**config.mk**
```make
export PLATFORM = sky130hd
export DESIGN_NAME = thermo_monitor
export DESIGN_NICKNAME = d
export VERILOG_FILES = /design/src/rtl/thermo_pkg.sv /design/src/rtl/thermo_trim.sv /design/src/rtl/thermo_classify.sv /design/src/rtl/thermo_irq.sv /design/src/rtl/thermo_monitor.sv
export SDC_FILE = /design/constraint.sdc
export NUM_CORES = 1
export LEC_CHECK = 0
export BUFFER_PORTS_ARGS = -buffer_cell sky130_fd_sc_hd__buf_2
export CAP_MARGIN = 20
export CORE_MARGIN = 5
export CORE_UTILIZATION = 29
export CTS_CLUSTER_DIAMETER = 40
export DETAILED_ROUTE_END_ITERATION = 12
export HOLD_SLACK_MARGIN = 0.02
export PLACE_DENSITY = 0.54
export SLEW_MARGIN = 20
export SYNTH_ARGS = -nofsm -noshare
export SYNTH_HDL_FRONTEND = slang
export SYNTH_HIERARCHICAL = 1
export SYNTH_SLANG_ARGS = --single-unit
```
**constraint.sdc**
```tcl
create_clock -name clk -period 3.8 [get_ports clk]
set_input_delay 0.19 -clock clk [delete_from_list [all_inputs] [get_ports clk]]
set_output_delay 0.19 -clock clk [all_outputs]
set_load 0.01 [all_outputs]
```
**src/rtl/thermo_pkg.sv**
```systemverilog
package thermo_pkg;

  typedef enum logic [1:0] {
    CLS_UNINIT = 2'd0,
    CLS_NORMAL = 2'd1,
    CLS_WARN   = 2'd2,
    CLS_TRIP   = 2'd3
  } therm_class_e;

  localparam int WORD_CTRL  = 0;
  localparam int WORD_TRIM  = 1;
  localparam int WORD_THR   = 2;
  localparam int WORD_IEN   = 3;
  localparam int WORD_FLAG  = 4;
  localparam int WORD_STAT  = 5;

endpackage

```
**src/rtl/thermo_trim.sv**
```systemverilog
module thermo_trim #(
  parameter int CODE_W   = 8,
  parameter int TE_MIN   = 40,
  parameter int TE_MAX   = 100,
  parameter int TE_DEF   = 55,
  parameter int OFFSET   = 25,
  parameter int LIM_WARN = 95,
  parameter int LIM_TRIP = 105,
  parameter int LIM_HW   = 110
) (
  input  logic                  clk,
  input  logic                  rst,
  input  logic                  reload,
  input  logic [2*CODE_W-1:0]   trim_word,
  output logic [CODE_W-1:0]     te1_q,
  output logic [4*CODE_W-1:0]   thr_q
);

  localparam logic [CODE_W-1:0] WARN_OFS = CODE_W'(LIM_WARN - OFFSET);
  localparam logic [CODE_W-1:0] TRIP_OFS = CODE_W'(LIM_TRIP - OFFSET);
  localparam logic [CODE_W-1:0] HW_OFS   = CODE_W'(LIM_HW - OFFSET);
  localparam logic [CODE_W-1:0] TE_DEF_C = CODE_W'(TE_DEF);

  logic [CODE_W-1:0]   raw_lo, raw_hi, te_new;
  logic                bad;

  function automatic logic [4*CODE_W-1:0] pack_thr(input logic [CODE_W-1:0] te);
    return {te + HW_OFS, te + TRIP_OFS, te + WARN_OFS, {CODE_W{1'b0}}};
  endfunction

  always_comb begin
    raw_lo = trim_word[CODE_W-1:0];
    raw_hi = trim_word[2*CODE_W-1:CODE_W];
    bad    = (raw_lo < CODE_W'(TE_MIN)) || (raw_lo > CODE_W'(TE_MAX)) || (raw_hi != '0);
    te_new = bad ? TE_DEF_C : raw_lo;
  end

  always_ff @(posedge clk) begin
    if (rst) begin
      te1_q <= TE_DEF_C;
      thr_q <= pack_thr(TE_DEF_C);
    end else if (reload) begin
      te1_q <= te_new;
      thr_q <= pack_thr(te_new);
    end
  end

endmodule

```
**src/rtl/thermo_classify.sv**
```systemverilog
module thermo_classify
  import thermo_pkg::*;
#(
  parameter int CODE_W   = 8,
  parameter int OFFSET   = 25,
  parameter int LIM_MIN  = 25,
  parameter int LIM_WARN = 95,
  parameter int LIM_TRIP = 105,
  parameter int LIM_MAX  = 125
) (
  input  logic              clk,
  input  logic              rst,
  input  logic              reload,
  input  logic [CODE_W-1:0] code,
  input  logic [CODE_W-1:0] te1,
  output therm_class_e      class_q,
  output logic [CODE_W-1:0] cel_q,
  output logic              init_q
);

  localparam int SW = CODE_W + 2;

  logic signed [SW-1:0] cel;
  therm_class_e         cls;
  logic                 fail;

  always_comb begin
    if (code == '0) cel = '0;
    else cel = signed'({2'b00, code}) - signed'({2'b00, te1}) + signed'(SW'(OFFSET));
    fail = 1'b0;
    cls  = CLS_UNINIT;
    if (cel >= signed'(SW'(LIM_TRIP)) && cel <= signed'(SW'(LIM_MAX))) cls = CLS_TRIP;
    else if (cel >= signed'(SW'(LIM_WARN)))                            cls = CLS_WARN;
    else if (cel >= signed'(SW'(LIM_MIN)))                             cls = CLS_NORMAL;
    else                                                               fail = 1'b1;
  end

  always_ff @(posedge clk) begin
    if (rst) begin
      init_q  <= 1'b0;
      class_q <= CLS_UNINIT;
      cel_q   <= '0;
    end else begin
      cel_q   <= cel[CODE_W-1:0];
      class_q <= (init_q && !fail) ? cls : CLS_UNINIT;
      if (reload)    init_q <= 1'b1;
      else if (fail) init_q <= 1'b0;
    end
  end

endmodule

```
**src/rtl/thermo_irq.sv**
```systemverilog
module thermo_irq #(
  parameter int CODE_W = 8,
  parameter int N_LVL  = 3
) (
  input  logic                      clk,
  input  logic                      rst,
  input  logic [CODE_W-1:0]         code,
  input  logic [(N_LVL+1)*CODE_W-1:0] thr,
  input  logic                      core_en,
  input  logic                      trip_en,
  input  logic [N_LVL-1:0]          clr_rise,
  input  logic [N_LVL-1:0]          clr_fall,
  input  logic [N_LVL-1:0]          ien_rise,
  input  logic [N_LVL-1:0]          ien_fall,
  output logic [N_LVL-1:0]          rise_q,
  output logic [N_LVL-1:0]          fall_q,
  output logic                      irq_q,
  output logic                      trip_q
);

  wire  [N_LVL-1:0] above;
  logic [N_LVL-1:0] above_q;
  logic             primed_q;
  logic             hw_hit;

  for (genvar k = 0; k < N_LVL; k++) begin : g_lvl
    assign above[k] = code >= thr[k*CODE_W +: CODE_W];

    always_ff @(posedge clk) begin
      if (rst) begin
        rise_q[k] <= 1'b0;
        fall_q[k] <= 1'b0;
      end else begin
        rise_q[k] <= (primed_q & above[k] & ~above_q[k]) | (rise_q[k] & ~clr_rise[k]);
        fall_q[k] <= (primed_q & ~above[k] & above_q[k]) | (fall_q[k] & ~clr_fall[k]);
      end
    end
  end

  assign hw_hit = code >= thr[N_LVL*CODE_W +: CODE_W];

  always_ff @(posedge clk) begin
    if (rst) begin
      above_q  <= '0;
      primed_q <= 1'b0;
      irq_q    <= 1'b0;
      trip_q   <= 1'b0;
    end else begin
      above_q  <= above;
      primed_q <= 1'b1;
      irq_q    <= core_en & (|((rise_q & ien_rise) | (fall_q & ien_fall)));
      trip_q   <= trip_q | (core_en & trip_en & hw_hit);
    end
  end

endmodule

```
**src/rtl/thermo_monitor.sv**
```systemverilog
module thermo_monitor
  import thermo_pkg::*;
#(
  parameter int          CODE_W      = 8,
  parameter int          DATA_W      = 32,
  parameter int          ADDR_W      = 3,
  parameter int          N_LVL       = 3,
  parameter int          RISE_BASE   = 0,
  parameter int          FALL_BASE   = 16,
  parameter int          FLAG_STRIDE = 4,
  parameter int          CORE_BIT    = 0,
  parameter int          TRIPEN_BIT  = 12,
  parameter logic [31:0] CTRL_RESET  = 32'h1000_8802,
  parameter logic [31:0] IEN_RESET   = 32'h0000_0110
) (
  input  logic                clk,
  input  logic                rst,
  input  logic                reg_we,
  input  logic [ADDR_W-1:0]   reg_addr,
  input  logic [DATA_W-1:0]   reg_wdata,
  output logic [DATA_W-1:0]   reg_rdata,
  input  logic [CODE_W-1:0]   sensor_code,
  input  logic [2*CODE_W-1:0] trim_word,
  output logic                irq,
  output logic                trip
);

  localparam int STAT_CEL = 8;
  localparam int STAT_INI = 16;

  logic [DATA_W-1:0]         ctrl_q;
  logic [N_LVL-1:0]          ien_r_q, ien_f_q;
  logic [N_LVL-1:0]          clr_r, clr_f, rise_q, fall_q;
  logic [CODE_W-1:0]         te1_q, cel_q;
  logic [(N_LVL+1)*CODE_W-1:0] thr_q;
  logic                      init_q;
  therm_class_e              class_q;
  logic [DATA_W-1:0]         flags, ien_vec, stat_vec, rd_next;
  logic                      wr_trim, wr_flag, wr_ien, reload;

  assign wr_trim = reg_we && (reg_addr == ADDR_W'(WORD_TRIM));
  assign wr_flag = reg_we && (reg_addr == ADDR_W'(WORD_FLAG));
  assign wr_ien  = reg_we && (reg_addr == ADDR_W'(WORD_IEN));
  assign reload  = wr_trim && reg_wdata[0];

  always_comb begin
    flags   = '0;
    ien_vec = '0;
    for (int k = 0; k < N_LVL; k++) begin
      clr_r[k] = wr_flag & reg_wdata[RISE_BASE + FLAG_STRIDE*k];
      clr_f[k] = wr_flag & reg_wdata[FALL_BASE + FLAG_STRIDE*k];
      flags[RISE_BASE + FLAG_STRIDE*k]   = rise_q[k];
      flags[FALL_BASE + FLAG_STRIDE*k]   = fall_q[k];
      ien_vec[RISE_BASE + FLAG_STRIDE*k] = ien_r_q[k];
      ien_vec[FALL_BASE + FLAG_STRIDE*k] = ien_f_q[k];
    end
    stat_vec = '0;
    stat_vec[1:0] = class_q;
    stat_vec[STAT_CEL +: CODE_W] = cel_q;
    stat_vec[STAT_INI] = init_q;
  end

  always_ff @(posedge clk) begin
    if (rst) begin
      ctrl_q <= CTRL_RESET;
      for (int k = 0; k < N_LVL; k++) begin
        ien_r_q[k] <= IEN_RESET[RISE_BASE + FLAG_STRIDE*k];
        ien_f_q[k] <= IEN_RESET[FALL_BASE + FLAG_STRIDE*k];
      end
    end else begin
      if (reg_we && reg_addr == ADDR_W'(WORD_CTRL)) ctrl_q <= reg_wdata;
      if (wr_ien) begin
        for (int k = 0; k < N_LVL; k++) begin
          ien_r_q[k] <= reg_wdata[RISE_BASE + FLAG_STRIDE*k];
          ien_f_q[k] <= reg_wdata[FALL_BASE + FLAG_STRIDE*k];
        end
      end
    end
  end

  always_comb begin
    case (int'(reg_addr))
      WORD_CTRL: rd_next = ctrl_q;
      WORD_TRIM: rd_next = {{(DATA_W-CODE_W){1'b0}}, te1_q};
      WORD_THR:  rd_next = DATA_W'(thr_q);
      WORD_IEN:  rd_next = ien_vec;
      WORD_FLAG: rd_next = flags;
      WORD_STAT: rd_next = stat_vec;
      default:   rd_next = '0;
    endcase
  end

  always_ff @(posedge clk) begin
    if (rst) reg_rdata <= '0;
    else     reg_rdata <= rd_next;
  end

  thermo_trim #(.CODE_W(CODE_W)) trim_i (
    .clk(clk), .rst(rst), .reload(reload), .trim_word(trim_word),
    .te1_q(te1_q), .thr_q(thr_q)
  );

  thermo_classify #(.CODE_W(CODE_W)) cls_i (
    .clk(clk), .rst(rst), .reload(reload), .code(sensor_code), .te1(te1_q),
    .class_q(class_q), .cel_q(cel_q), .init_q(init_q)
  );

  thermo_irq #(.CODE_W(CODE_W), .N_LVL(N_LVL)) irq_i (
    .clk(clk), .rst(rst), .code(sensor_code), .thr(thr_q),
    .core_en(ctrl_q[CORE_BIT]), .trip_en(ctrl_q[TRIPEN_BIT]),
    .clr_rise(clr_r), .clr_fall(clr_f), .ien_rise(ien_r_q), .ien_fall(ien_f_q),
    .rise_q(rise_q), .fall_q(fall_q), .irq_q(irq), .trip_q(trip)
  );

endmodule

```
### After elaboration in Yosys (flattened, before gate mapping)

Index checks and enable logic that the tools add are counted.

* equal/unequal tests: 5
* $lt $le $gt $ge: 10
* bitwise logic cells: 50
* multiplexer cells: 12
* reduce and logical (&&, ||, !) cells: 16
* $add $sub $neg: 5

Operators with widths (number)
* 32-bit one-hot mux with 6 select lines: 1
* 1-bit bitwise AND: 27
* 8-bit by 7-bit adder with 8-bit output, second input constant: 3
* 8-bit >= comparator: 3
* 10-bit by 8-bit >= comparator with 1-bit output, second input constant: 2
* 1-bit inverter: 13
* 10-bit by 6-bit adder with 10-bit output, second input constant: 1
* 10-bit by 6-bit >= comparator with 1-bit output, second input constant: 1
* 10-bit by 8-bit less-or-equal comparator with 1-bit output, second input constant: 1
* 10-bit two-way mux: 1
* 8-bit by 8-bit subtractor with 9-bit output: 1
* 8-bit by 1-bit >= comparator with 1-bit output, second input constant: 1
* 8-bit by 7-bit > comparator with 1-bit output, second input constant: 1
* 8-bit logical NOT: 1
* 8-bit by 6-bit less-than comparator with 1-bit output, second input constant: 1
* 8-bit two-way mux: 1
* 8-bit nonzero test: 1
* 1-bit logical AND: 7
* 1-bit two-way mux: 7
* 1-bit bitwise OR: 7
* 3-bit bitwise AND: 2
* 3-bit by 2-bit equality test with 1-bit output, second input constant: 2
* 3-bit equality test, second input constant: 2
* 2-bit two-way mux: 2
* other kinds (8): 9

* input port bits: 62
* output and inout bits: 34
* flip-flop bits (word level): 125

### Longest topological paths before layout

* word-level depth: 11
* depth in mapped cells: 14
* depth with buffers taken out: 13

### Modules after synthesis

Netlist, hierarchy kept.

Modules (own cells, without submodules)
* thermo_monitor: times used 1, cells each 337, area each 2956.6 um^2
* thermo_trim: times used 1, cells each 175, area each 1517.7 um^2
* thermo_irq: times used 1, cells each 155, area each 1244.9 um^2
* thermo_classify: times used 1, cells each 136, area each 1174.9 um^2

### Worst setup path after synthesis

Ideal clock, no wire load.

* kind: flip-flop to flip-flop
* start point: register trim_i.te1_q[0]
* end point: register cls_i.class_q[0]
* slack: 1.000 ns
* data arrival time: 2.721 ns
* buffers on the path: 0
* stages on the path, launching flop included: 12
* cells stage by stage: dfxtp_1 > ha_1 > inv_1 > fa_1 > a211oi_4 > nor3b_1 > o21a_1 > o31a_1 > or3_4 > a211oi_2 > o2111ai_1 > a211oi_2

* cells in the longest elaborated chain, start to end: 11
* elaborated cells on any way between the ends: 18
* those cells by class: 2 x add/sub; 4 x order compare; 7 x mux; 1 x bitwise; 4 x reduce/logical

RTL lines
* from (decl): RTL line thermo_trim.sv:15 `output logic [CODE_W-1:0] te1_q,`
* from (signal assigned): RTL line thermo_trim.sv:43 `te1_q <= te_new;`
* 8-bit by 8-bit subtractor with 9-bit output (*): RTL line thermo_classify.sv:29 `else cel = signed'({2'b00, code}) - signed'({2'b00, te1}) + signed'(SW'(OFFSET));`
* 10-bit by 6-bit adder with 10-bit output (*): RTL line thermo_classify.sv:29
* 10-bit two-way mux (*): RTL line thermo_classify.sv:28 `if (code == '0) cel = '0;`
* 10-bit by 6-bit >= comparator with 1-bit output: RTL line thermo_classify.sv:34 `else if (cel >= signed'(SW'(LIM_MIN))) cls = CLS_NORMAL;`
* 1-bit two-way mux: RTL line thermo_classify.sv:34
* 1-bit two-way mux: RTL line thermo_classify.sv:33 `else if (cel >= signed'(SW'(LIM_WARN))) cls = CLS_WARN;`
* 1-bit two-way mux: RTL line thermo_classify.sv:32 `if (cel >= signed'(SW'(LIM_TRIP)) && cel <= signed'(SW'(LIM_MAX))) cls = CLS_TRIP;`
* 1-bit logical NOT: RTL line thermo_classify.sv:45 `class_q <= (init_q && !fail) ? cls : CLS_UNINIT;`
* 1-bit logical AND: RTL line thermo_classify.sv:45
* 1-bit inverter (no source line)
* 2-bit OR reduction (no source line)
* to (signal assigned): RTL line thermo_classify.sv:45
* to (decl): RTL line thermo_classify.sv:16 `output therm_class_e class_q,`

Mark *: on every way between the ends. The rest lies on a longest branch, timed or not.
A chain may end at the register's enable or synchronous reset.

### Final worst setup path

Same ends and word-level chain as after synthesis.

==> results.md <==
* Status: finished clean
* Num rows at 56
* Top cells by area, synth: dfxtp_1, ha_1, nand2_1
* Worst slew pin tran at 865 ps
* FF-to-FF path depth at 11
* Routed Antenna Nets at 0
* Post-Synth Adder-Cell Area at 8.82%
* Worst-Skew Late Latency at 420 ps
* Antenna diodes at 0
* Worst hold path class: input pin to flop
* Xor and xnor fraction of the mapped netlist area at 2.23%
* Number of global-route vias before repair at 5738
* Synth cell types at 87
* Max_cap viols at 0
* RSZ-0062 raised after global routing: no
* Pwr/cell area at 407 nW/um^2
* Setup WS pre-CTS at 537 ps
* Largest family of logic cells by synthesized area: simple AND/OR/NAND/NOR gates
* # resized after CTS at 0
* Input/output buffers at 95
* Share of layout cells above drive strength 1 at 20.5%
* Slew Limit Headroom at 41.8%
* Cts hold-fix bufs at 21
* Residual DRC count at 0
* Total wire length at 19600 um
* Flop pwr share at 38.7%
* Final WS setup at 517 ps
* Die X at 164 um
* Htree depth at 4
* Longest Clk Path Bufs at 2
* P_int at 2540 uW
* Crit. Startpoint: trim_i/te1_q[0]
* Vias per Instance at 4.75
* Yosys synthesis warning count at 6
* Register bit count reported by yosys at 120
* Initial antenna violation count at 1
* Compound-Gate Fraction of Synth Area at 17.7%
* Core ar. at 23500 sq um
* Max incr delay on CP at 520 ps
* Clock skew at 8.14 ps
* Synthesis-to-layout area growth at 21.0%
* Clock share of power at 48.4%
* Final Critical Period at 3280 ps
* Reg area at 2400 sq um
* Switching power of the nets at 853 uW
* Peak VDD IR at 0.262 mV
* CP startpoint kind: flop
* Max Clk Rate at 305 MHz
* Post-Synth Simple-Gate Area at 22.3%
* Multi-input gate area at 3980 sq um
* Post-synth EDFFs at 0
* Synthesized area at 6890 sq um
* Avg Cell Area, Syn at 8.59 sq um
* Clk sink count at 120
* First-pass GRT wire length at 31000 um
* Starting Density at 29.4%
* R2r startpoint: trim_i/te1_q[0]
* Nets at 1005
* GPL Wtd Cong at 0.813
* I/O pin count at 96
* DR pass1 iterations at 5
* Via count at 5825
* Total CTS buffers at 17
* Fillers at 2427
* Crit Path Max Fanout at 9
* Seq/Total Area, Yosys at 34.8%
* Worst EP required at 4140 ps
* Post-CTS setup buffer count at 0
* Arrival time of the worst setup path at 3620 ps
* Placed instance area at 7530 sq um
* Die area at 27000 sq um
* Slowest-stage cell, CP: dfxtp_1
* Root buffer cell: clkbuf_16
* Initial drt markers at 347
* Final slew viol count at 0
* Final period utilization at 86.4%
* Main synth FF type: dfxtp_1
* GRT Overall Usage at 14.8%
* Cell Chain, Critical Path: ha_1 > inv_1 > fa_1 > a211oi_4 > nor2_2 > xor2_1 > nor4_4 > o21ai_0 > a211oi_2 > o2111ai_1 > a211oi_2
* Cell repeated most along the worst path: a211oi_2
* Clk slew on worst S/H paths at 60 ps
* Combinational power share at 13.0%
* Pleak at 0.00359 uW
* Final setup violation count at 0
* Mux share of post-synthesis cell area at 6.01%
* Hold Violations, Final at 0
* Yosys top cell area share at 34.8%
* Asr flop ratio synth at 0%
* Hpwl dp at 14800 um
* CTS tree: built
* Die height at 164 um
* Grt ovf at 0
* Sw Ratio at 25.1%
* Critical Path Sink Type: flop
* Mapped Cells at 803
* Reg-to-Reg End: cls_i/class_q[0]
* Drt wl/cell at 15.9 um
* Synth area leader: dfxtp_1
* Crit path kind: flop to flop
* Final Cell Area at 8340 sq um
* Worst Setup EP: cls_i/class_q[0]
* Reg2reg setup slack at 520 ps
* Pin count of the biggest net entering global routing at 41
* Total negative slack at 0 ps
## per-layer routing
layer / global-route usage [%] / vias to the layer above / wire [um]
met2: 23.5 / 118 / 8860
li1: - / 2973 / -
met3: 2.84 / 13 / 820
met1: 20.6 / 2721 / 9680
met4: 3.93 / 0 / 189
met5: 0 / - / 0
## critical path: cells and delay by family (launching register included)
kind	cells	cell delay, ps
buffers and inverters	1	50
adders and majority gates	2	700
DFF	1	520
xor gates and xnor gates	1	200
AOI/OAI and AO/OA	5	1160
and+or+nand+nor	2	570
## worst min-delay path by stage
| stage | from | end | slack (ps) | cells past startpoint |
|---|---|---|---|---|
| 2_1_floorplan | rst | irq_i/primed_q | 260 | 1 |
| 3_3_place_gp | reg_wdata[11] | ctrl_q[11] | 410 | 3 |
| 3_5_place_dp | reg_wdata[1] | ctrl_q[1] | 420 | 3 |
| 4_1_cts | reg_wdata[8] | ctrl_q[8] | 20 | 3 |
| 5_1_grt | reg_wdata[23] | ctrl_q[23] | 40 | 3 |
| 6_report | reg_wdata[23] | ctrl_q[23] | 30 | 3 |
## cell usage after synthesis (all sizes together) (8+ instances only)
master	instances
dfxtp	120
nand2	97
a21oi	68
nor2	60
inv	56
ha	47
buf	35
clkbuf	23
mux2i	20
nand2b	20
mux2	19
o21ai	19
nor3	13
or2	13
a22oi	12
a31oi	11
nor2b	11
and3	10
xnor2	10
nor4	9
a211o	8
and2	8
nand3b	8
## per-stage QoR
| stage | util [%] | power (uW) | hold WS (ps) | std cells |
|---|---|---|---|---|
| 2_1_floorplan | - | 1640 | 258 | 810 |
| 3_3_place_gp | 32.1 | 1760 | 408 | 1174 |
| 3_5_place_dp | 32.1 | 1760 | 418 | 1174 |
| 4_1_cts | 35.5 | 3430 | 22.1 | 1226 |
| 5_1_grt | 35.5 | 3540 | 43.7 | 1226 |
| 6_report | 35.5 | 3400 | 25.4 | 1226 |
## sequential cells by signal, indices dropped and copies added, names as in the netlist, 2 cells and up
name	flops
reg_rdata	32
cls_i/class_q	2
trim_i/thr_q	19
irq_i/fall_q	3
trim_i/te1_q	8
ctrl_q	32
ien_r_q	3
irq_i/rise_q	3
cls_i/cel_q	8
ien_f_q	3
irq_i/above_q	3
## cells by family after synthesis
group / count (synthesis)
simple gates: 288
flops: 120
other cells: 1
compound gates: 177
fa+ha+maj: 48
mux: 39
xor+xnor: 16
buf+inv: 114
## final cells by class
class / count / area share [%]
sequential: 120 / 28.8
multi-input combinational: 576 / 47.7
timing repair buffer: 124 / 8.94
inverter: 56 / 2.52
clock inverter: 12 / 1.80
tap: 319 / 4.78
clock buffer: 19 / 5.43
## power groups by stage
| stage | Sequential (uW) | Combinational (uW) | Clock (uW) |
|---|---|---|---|
| 6_report | 1310 | 441 | 1640 |
| 5_1_grt | 1320 | 491 | 1730 |
| 4_1_cts | 1310 | 440 | 1670 |
| 2_1_floorplan | 1340 | 300 | 0 |
| 3_3_place_gp | 1340 | 419 | 0 |
| 3_5_place_dp | 1340 | 421 | 0 |
## placed cells by master (no fill, tap or decap), types with 5 or more instances in the layout
cell,instances
conb_1,8
a311oi_1,5
nand2_1,97
and3b_1,7
o21ai_0,18
o21a_1,5
mux2_2,19
ha_1,47
clkbuf_16,17
nor2b_1,10
nor4_1,7
dlygate4sd3_1,21
mux2i_1,20
a211o_1,8
buf_4,8
nor2_1,59
nand3b_1,8
nand3_1,5
buf_2,95
a22oi_1,12
xnor2_1,10
a21oi_1,66
or2_2,9
nor3b_1,7
a21o_1,7
and3_1,10
and2_1,8
inv_1,56
nor3_1,12
nand2b_1,17
dfxtp_1,120
a31oi_1,11
xor2_1,5
Power figures use the tool's default switching activity.
